===== src/rtl/ckrf_pkg.sv =====
package ckrf_pkg;

    localparam int DEF_REGS  = 16;
    localparam int DEF_WIDTH = 32;

    typedef enum logic [1:0] {
        OP_NONE     = 2'd0,
        OP_COMMIT   = 2'd1,
        OP_ROLLBACK = 2'd2
    } ckpt_op_e;

    typedef struct packed {
        logic     write_ok;
        ckpt_op_e op;
    } ctrl_t;

    // Rollback has priority over commit.
    function automatic ckpt_op_e resolve_op(input logic do_commit, input logic do_rollback);
        if (do_rollback)
            return OP_ROLLBACK;
        else if (do_commit)
            return OP_COMMIT;
        return OP_NONE;
    endfunction

endpackage


===== src/rtl/ckrf_ctrl.sv =====
module ckrf_ctrl
    import ckrf_pkg::*;
#(
    parameter int NUM_REGS = DEF_REGS,
    localparam int ADDR_W  = (NUM_REGS > 1) ? $clog2(NUM_REGS) : 1
) (
    input  logic                wr_en,
    input  logic [ADDR_W-1:0]   wr_addr,
    input  logic                commit,
    input  logic                rollback,
    output ctrl_t               ctrl,
    output logic [NUM_REGS-1:0] wr_sel
);

    always_comb begin
        ctrl.op       = resolve_op(commit, rollback);
        ctrl.write_ok = wr_en && (ctrl.op != OP_ROLLBACK);
    end

    for (genvar g = 0; g < NUM_REGS; g++) begin : g_sel
        assign wr_sel[g] = ctrl.write_ok && (wr_addr == ADDR_W'(g));
    end

endmodule


===== src/rtl/ckrf_cell.sv =====
module ckrf_cell
    import ckrf_pkg::*;
#(
    parameter int DATA_W = DEF_WIDTH
) (
    input  logic              clk,
    input  logic              rst,
    input  ckpt_op_e          op,
    input  logic              wr_hit,
    input  logic [DATA_W-1:0] wr_data,
    output logic [DATA_W-1:0] work_q,
    output logic [DATA_W-1:0] shad_q
);

    logic [DATA_W-1:0] work_next;

    assign work_next = wr_hit ? wr_data : work_q;

    always_ff @(posedge clk) begin
        if (rst) begin
            work_q <= '0;
            shad_q <= '0;
        end else begin
            unique case (op)
                OP_ROLLBACK: work_q <= shad_q;
                OP_COMMIT: begin
                    work_q <= work_next;
                    shad_q <= work_next;
                end
                default: work_q <= work_next;
            endcase
        end
    end

endmodule


===== src/rtl/ckrf_rdport.sv =====
module ckrf_rdport
    import ckrf_pkg::*;
#(
    parameter int NUM_REGS = DEF_REGS,
    parameter int DATA_W   = DEF_WIDTH,
    localparam int ADDR_W  = (NUM_REGS > 1) ? $clog2(NUM_REGS) : 1
) (
    input  logic [ADDR_W-1:0]              rd_addr,
    input  logic [NUM_REGS-1:0][DATA_W-1:0] work_arr,
    input  logic                           byp_en,
    input  logic [ADDR_W-1:0]              wr_addr,
    input  logic [DATA_W-1:0]              wr_data,
    output logic [DATA_W-1:0]              rd_data
);

    logic [DATA_W-1:0] stored;

    always_comb begin
        stored = '0;
        for (int i = 0; i < NUM_REGS; i++) begin
            if (rd_addr == ADDR_W'(i))
                stored = work_arr[i];
        end
        rd_data = (byp_en && (rd_addr == wr_addr)) ? wr_data : stored;
    end

endmodule


===== src/rtl/ckpt_regfile.sv =====
module ckpt_regfile
    import ckrf_pkg::*;
#(
    parameter int NUM_REGS = DEF_REGS,
    parameter int DATA_W   = DEF_WIDTH,
    localparam int ADDR_W  = (NUM_REGS > 1) ? $clog2(NUM_REGS) : 1
) (
    input  logic              clk,
    input  logic              rst,
    input  logic              wr_en,
    input  logic [ADDR_W-1:0] wr_addr,
    input  logic [DATA_W-1:0] wr_data,
    input  logic              commit,
    input  logic              rollback,
    input  logic [ADDR_W-1:0] rd_a_addr,
    output logic [DATA_W-1:0] rd_a_data,
    input  logic [ADDR_W-1:0] rd_b_addr,
    output logic [DATA_W-1:0] rd_b_data
);

    ctrl_t                       ctrl;
    logic [NUM_REGS-1:0]         wr_sel;
    logic [NUM_REGS-1:0][DATA_W-1:0] work_arr;
    logic [NUM_REGS-1:0][DATA_W-1:0] shad_arr;

    ckrf_ctrl #(.NUM_REGS(NUM_REGS)) u_ctrl (
        .wr_en    (wr_en),
        .wr_addr  (wr_addr),
        .commit   (commit),
        .rollback (rollback),
        .ctrl     (ctrl),
        .wr_sel   (wr_sel)
    );

    for (genvar g = 0; g < NUM_REGS; g++) begin : g_reg
        ckrf_cell #(.DATA_W(DATA_W)) u_cell (
            .clk     (clk),
            .rst     (rst),
            .op      (ctrl.op),
            .wr_hit  (wr_sel[g]),
            .wr_data (wr_data),
            .work_q  (work_arr[g]),
            .shad_q  (shad_arr[g])
        );
    end

    ckrf_rdport #(.NUM_REGS(NUM_REGS), .DATA_W(DATA_W)) u_rd_a (
        .rd_addr  (rd_a_addr),
        .work_arr (work_arr),
        .byp_en   (ctrl.write_ok),
        .wr_addr  (wr_addr),
        .wr_data  (wr_data),
        .rd_data  (rd_a_data)
    );

    ckrf_rdport #(.NUM_REGS(NUM_REGS), .DATA_W(DATA_W)) u_rd_b (
        .rd_addr  (rd_b_addr),
        .work_arr (work_arr),
        .byp_en   (ctrl.write_ok),
        .wr_addr  (wr_addr),
        .wr_data  (wr_data),
        .rd_data  (rd_b_data)
    );

endmodule


===== config.mk =====
export PLATFORM = sky130hd
export DESIGN_NAME = ckpt_regfile
export DESIGN_NICKNAME = d
export VERILOG_FILES = /design/src/rtl/ckrf_pkg.sv /design/src/rtl/ckrf_ctrl.sv /design/src/rtl/ckrf_cell.sv /design/src/rtl/ckrf_rdport.sv /design/src/rtl/ckpt_regfile.sv
export SDC_FILE = /design/constraint.sdc
export NUM_CORES = 2
export LEC_CHECK = 0
export BUFFER_PORTS_ARGS = -buffer_cell sky130_fd_sc_hd__buf_2
export CAP_MARGIN = 20
export CORE_MARGIN = 3
export CORE_UTILIZATION = 54
export DETAILED_ROUTE_END_ITERATION = 6
export GPL_ROUTABILITY_DRIVEN = 0
export PLACE_DENSITY = 0.69
export SYNTH_ARGS = -nofsm -noshare
export SYNTH_HDL_FRONTEND = slang
export SYNTH_SLANG_ARGS = --single-unit

===== constraint.sdc =====
create_clock -name clk -period 3.5 [get_ports clk]
set_clock_uncertainty 0.2 [all_clocks]
set_input_delay 0.7 -clock clk [delete_from_list [all_inputs] [get_ports clk]]
set_output_delay 0.7 -clock clk [all_outputs]
set_load 0.01 [all_outputs]

==> impl.org <==
** Run status
- Violated checks :: design-rule violations, negative setup slack
- Outcome :: complete, but fails checks

** CTS
- Maximum clock path buffer count :: 3
- Max H-tree Level :: 3
- Counting every sink on the clock net gives 1024.
- Cts bufs inserted :: 104
- Worst-skew pair later-pin latency :: 0.76 ns
- Register clock-pin slew on the reported worst setup and hold paths :: 0.06 ns
- CTS Hold Bufs :: 0
- In this run the clock root is driven by a clkbuf_16.
- Clock tree from TritonCTS :: built

** Cells and area
- Area growth, synth to finish :: 19.4%
- In the final layout, the share of cells above drive strength 1 is 0.185.
- Total number of nets in the final design :: 6424
- Fillers :: 7582
- Share of the core filled with cells :: 0.652

** Critical path
- The slowest stage of the critical path is the mux4_2 cell.
- The setup path with the least slack is of type reg -> out.
- Startpoint kind of the worst setup timing path :: register
- Data arrives at the worst endpoint at 2.73 ns.
- Crit Reg-Reg Endpoint :: g_reg[13].u_cell.shad_q[2]
- Counting both buffers and inverters, the worst setup path holds a total of 1.
- In this run the register-to-register setup slack is 2.09 ns.
- Counting cells, the worst reg-to-reg path comes to 2.
- Family with the most delay on the worst path :: compound AO/OA/AOI/OAI gates
- CP Cell Sequence :: mux4_2 > o211ai_1 > a222oi_1 > a2111oi_2 > a311oi_4 > buf_2
- In this run the critical register-to-register path is launched from g_reg[13].u_cell.work_q[2].
- Worst path required time :: 2.60 ns
- The worst setup path is captured at a primary output.
- Of all nets on the critical path, the largest fanout is 2.
- On the worst path, the slowest cell contributes a delay of 0.51 ns.

** Job
- Max_cap viols :: 0

** Logic synthesis
- Among all flip-flop cells after synthesis, the most frequent one is dfxtp_1.
- Each instance of the synthesized netlist takes up on average 8.19 um^2.
- After synthesis the cells add up to 51000 um^2.
- Total nets after synthesis :: 6276
- Number of unique standard cell types used by synthesis :: 75
- Sequential cell area fraction in the yosys report :: 0.402
- Of all flip-flops after synthesis, the portion carrying an async set or reset was 0.
- The Yosys step of the flow raised 0 warnings.
- Number of standard cells after synthesis :: 6227
- Number of synthesized flops with an enable pin :: 0
- After synthesis the netlist holds a flip-flop and latch count of 1024.

** Place
- Post-detail-place hpwl :: 138 mm
- Count of buffers from port buffering :: 112
- Pre-CTS WS :: -0.640 ns

** Routing
- In the routed design, unresolved DRC markers number 8.
- The detail route stage leaves a number of antenna-violating nets equal to 0.
- Per-cell routed wire length :: 26.6 um
- Initial DRC count :: 7230
- DR vias/cell :: 6.58
- For this run, the detailed router's first-pass iteration total came to 7.
- The routed layout has 50800 vias.
- The final layout contains routed wiring with a total length of 205 mm.

** Global routing
- Wire length of the first global-routing pass :: 298 mm
- Number of antenna violations at the first check in global routing :: 21
- Gr usage total :: 0.398
- Overflow left after global routing :: 0
- The via count of the first global-routing pass is 46300.
- Entering global routing, the biggest net connects 257 pins.

** Timing
- Setup repair after global routing missed its margin :: true
- Setup slack on the critical path of the routed design comes to -0.126 ns.
- Min cycle time layout :: 3.63 ns
- The final hold violation count is 0.
- Static timing analysis puts the maximum clock frequency at 0.276 GHz.
- Final-report setup violation count :: 35
- Final worst path period share :: 1.04
- Slew @ Worst Pin :: 1.22 ns
- Final total negative setup slack :: -1.45 ns
- In this run the tightest slew margin relative to its limit is 0.184.
- Final Max Tran Viols :: 0

** Floorplan
- Die Width :: 313 um
- Total Die Area :: 98200 um^2
- Ports placed on the boundary :: 113
- Chip Height :: 313 um
- Initial cell density of the core :: 0.546
- The floorplan has 112 rows.
- Placeable core area :: 93500 um^2

** Worst hold path
- Hold path startpoint :: wr_data[0]
- The worst hold path passes through 3 cells.
- Hold path endpoint :: g_reg[15].u_cell.shad_q[0]
- Path class of the lowest-slack min-delay path :: in -> reg

** Power
- Maximum resistive drop on vdd :: 0.479 mV
- Power spread over the standard cell area amounts to 463 nW/um^2.
- Summed over all cells, the static leakage comes to 24.3 nW.
- Total chip power :: 28.2 mW
## kinds of logic after synthesis
group / after synthesis / share of synthesized area
buffers and inverters: 661 / 0.0581
muxes: 717 / 0.154
and+or+nand+nor: 2023 / 0.157
DFF: 1024 / 0.402
xor gates and xnor gates: 8 / 0.00137
AOI/OAI and AO/OA: 1794 / 0.228
## worst reg2reg max path: cells and delay by family (launching register included)
kind | cells | cell delay (ns)
compound gates | 1 | 0.26
flops | 1 | 0.68
mux | 1 | 0.18
## registers in the layout (all words and copies together), names as in the netlist
name	count
g.u_cell.work_q	512
g.u_cell.shad_q	512
## where the power goes
part	switching, mW	internal (mW)
Sequential	0.471	12.2
Combinational	2.55	1.58
Clock	4.99	6.40
## metrics by stage
step           instance area [um^2]  cells  hold WS [ns]
2_1_floorplan                 51000   6227         0.255
3_3_place_gp                  55000   7475         0.259
3_5_place_dp                  55000   7475         0.269
4_1_cts                       59600   7681         0.184
5_1_grt                       60900   7713         0.217
6_report                      60900   7720         0.213
## routing by layer
layer  GRT usage  wire length, um  vias to the layer above
met1       0.514            76500                    23700
met2       0.555            80900                     3595
li1            -                -                    22400
met4       0.288            18800                       12
met3       0.133            28900                     1086
met5           0               72                        -
## layout make-up
| type | instances | area (um^2) | share of cell area |
|---|---|---|---|
| Multi-Input combinational cell | 4542 | 28800 | 0.473 |
| Sequential cell | 1024 | 20600 | 0.338 |
| Timing Repair Buffer | 690 | 6390 | 0.105 |
| Clock buffer | 144 | 2960 | 0.0486 |
| Tap cell | 1254 | 1570 | 0.0258 |
| Clock inverter | 41 | 528 | 0.00867 |
| Inverter | 13 | 55.1 | 0.000904 |
| Antenna cell | 12 | 30.0 | 0.000493 |
## how the worst max path moves through the flow
stage	from	end	slack, ns	cells past startpoint
2_1_floorplan	wr_addr[1]	rd_a_data[14]	0.40	9
3_3_place_gp	rd_b_addr[3]	rd_b_data[27]	-0.62	13
3_5_place_dp	rd_b_addr[2]	rd_b_data[27]	-0.64	12
4_1_cts	g_reg[3].u_cell.work_q[21]	rd_b_data[21]	-0.07	7
5_1_grt	g_reg[3].u_cell.work_q[21]	rd_b_data[21]	-0.15	6
6_report	g_reg[3].u_cell.work_q[21]	rd_b_data[21]	-0.13	6
## layout by cell type (no fill, tap or decap), types with 19 or more instances in the layout
cell,count
o211ai_1,35
dfxtp_2,36
buf_6,67
clkbuf_8,21
buf_12,71
buf_4,438
mux4_2,46
nand2_1,229
o21ai_1,25
nor2_1,1580
o221ai_1,25
buf_8,19
o22ai_1,39
o21ai_0,231
dfxtp_1,981
or3_1,21
o21a_1,139
a21oi_1,527
clkbuf_1,19
mux2_2,31
nand3_1,36
clkbuf_16,110
a211oi_1,515
mux2i_1,627
buf_2,87
a22oi_1,30
nor3_1,19
## repair_timing
item	CTS	global route
gates resized for setup	231	237
endpoints found under the setup margin	63	60
pin swaps	74	110
setup buffers	25	31
gates cloned	1	7
## cell usage after synthesis (all sizes together), types with 4 or more instances
| cell type | n | area share |
|---|---|---|
| clkbuf | 435 | 0.032 |
| o211ai | 35 | 0.0052 |
| o2bb2ai | 6 | 0.0010 |
| o311ai | 7 | 0.0012 |
| inv | 13 | 0.00096 |
| dfxtp | 1024 | 0.40 |
| nand2 | 254 | 0.019 |
| o22ai | 52 | 0.0064 |
| a31oi | 17 | 0.0021 |
| a222oi | 10 | 0.0020 |
| nor2b | 28 | 0.0034 |
| o32ai | 5 | 0.00086 |
| o2111ai | 12 | 0.0021 |
| a311oi | 8 | 0.0014 |
| o221ai | 34 | 0.0058 |
| a21o | 13 | 0.0019 |
| a21oi | 546 | 0.054 |
| or3 | 25 | 0.0032 |
| nand4 | 4 | 0.00049 |
| mux2 | 31 | 0.0068 |
| o21a | 139 | 0.020 |
| a41oi | 5 | 0.00086 |
| o211a | 9 | 0.0018 |
| nor3 | 27 | 0.0026 |
| buf | 213 | 0.025 |
| nor2 | 1597 | 0.12 |
| nor3b | 5 | 0.0010 |
| a221oi | 19 | 0.0033 |
| nand3 | 40 | 0.0039 |
| mux4 | 49 | 0.022 |
| nand2b | 18 | 0.0023 |
| a211oi | 518 | 0.076 |
| and3b | 4 | 0.00069 |
| a22o | 20 | 0.0034 |
| a22oi | 35 | 0.0052 |
| a32oi | 11 | 0.0019 |
| o21ai | 267 | 0.026 |
| and2 | 7 | 0.00086 |
| xor2 | 8 | 0.0014 |
| mux2i | 637 | 0.13 |
Power figures use the tool's default switching activity.
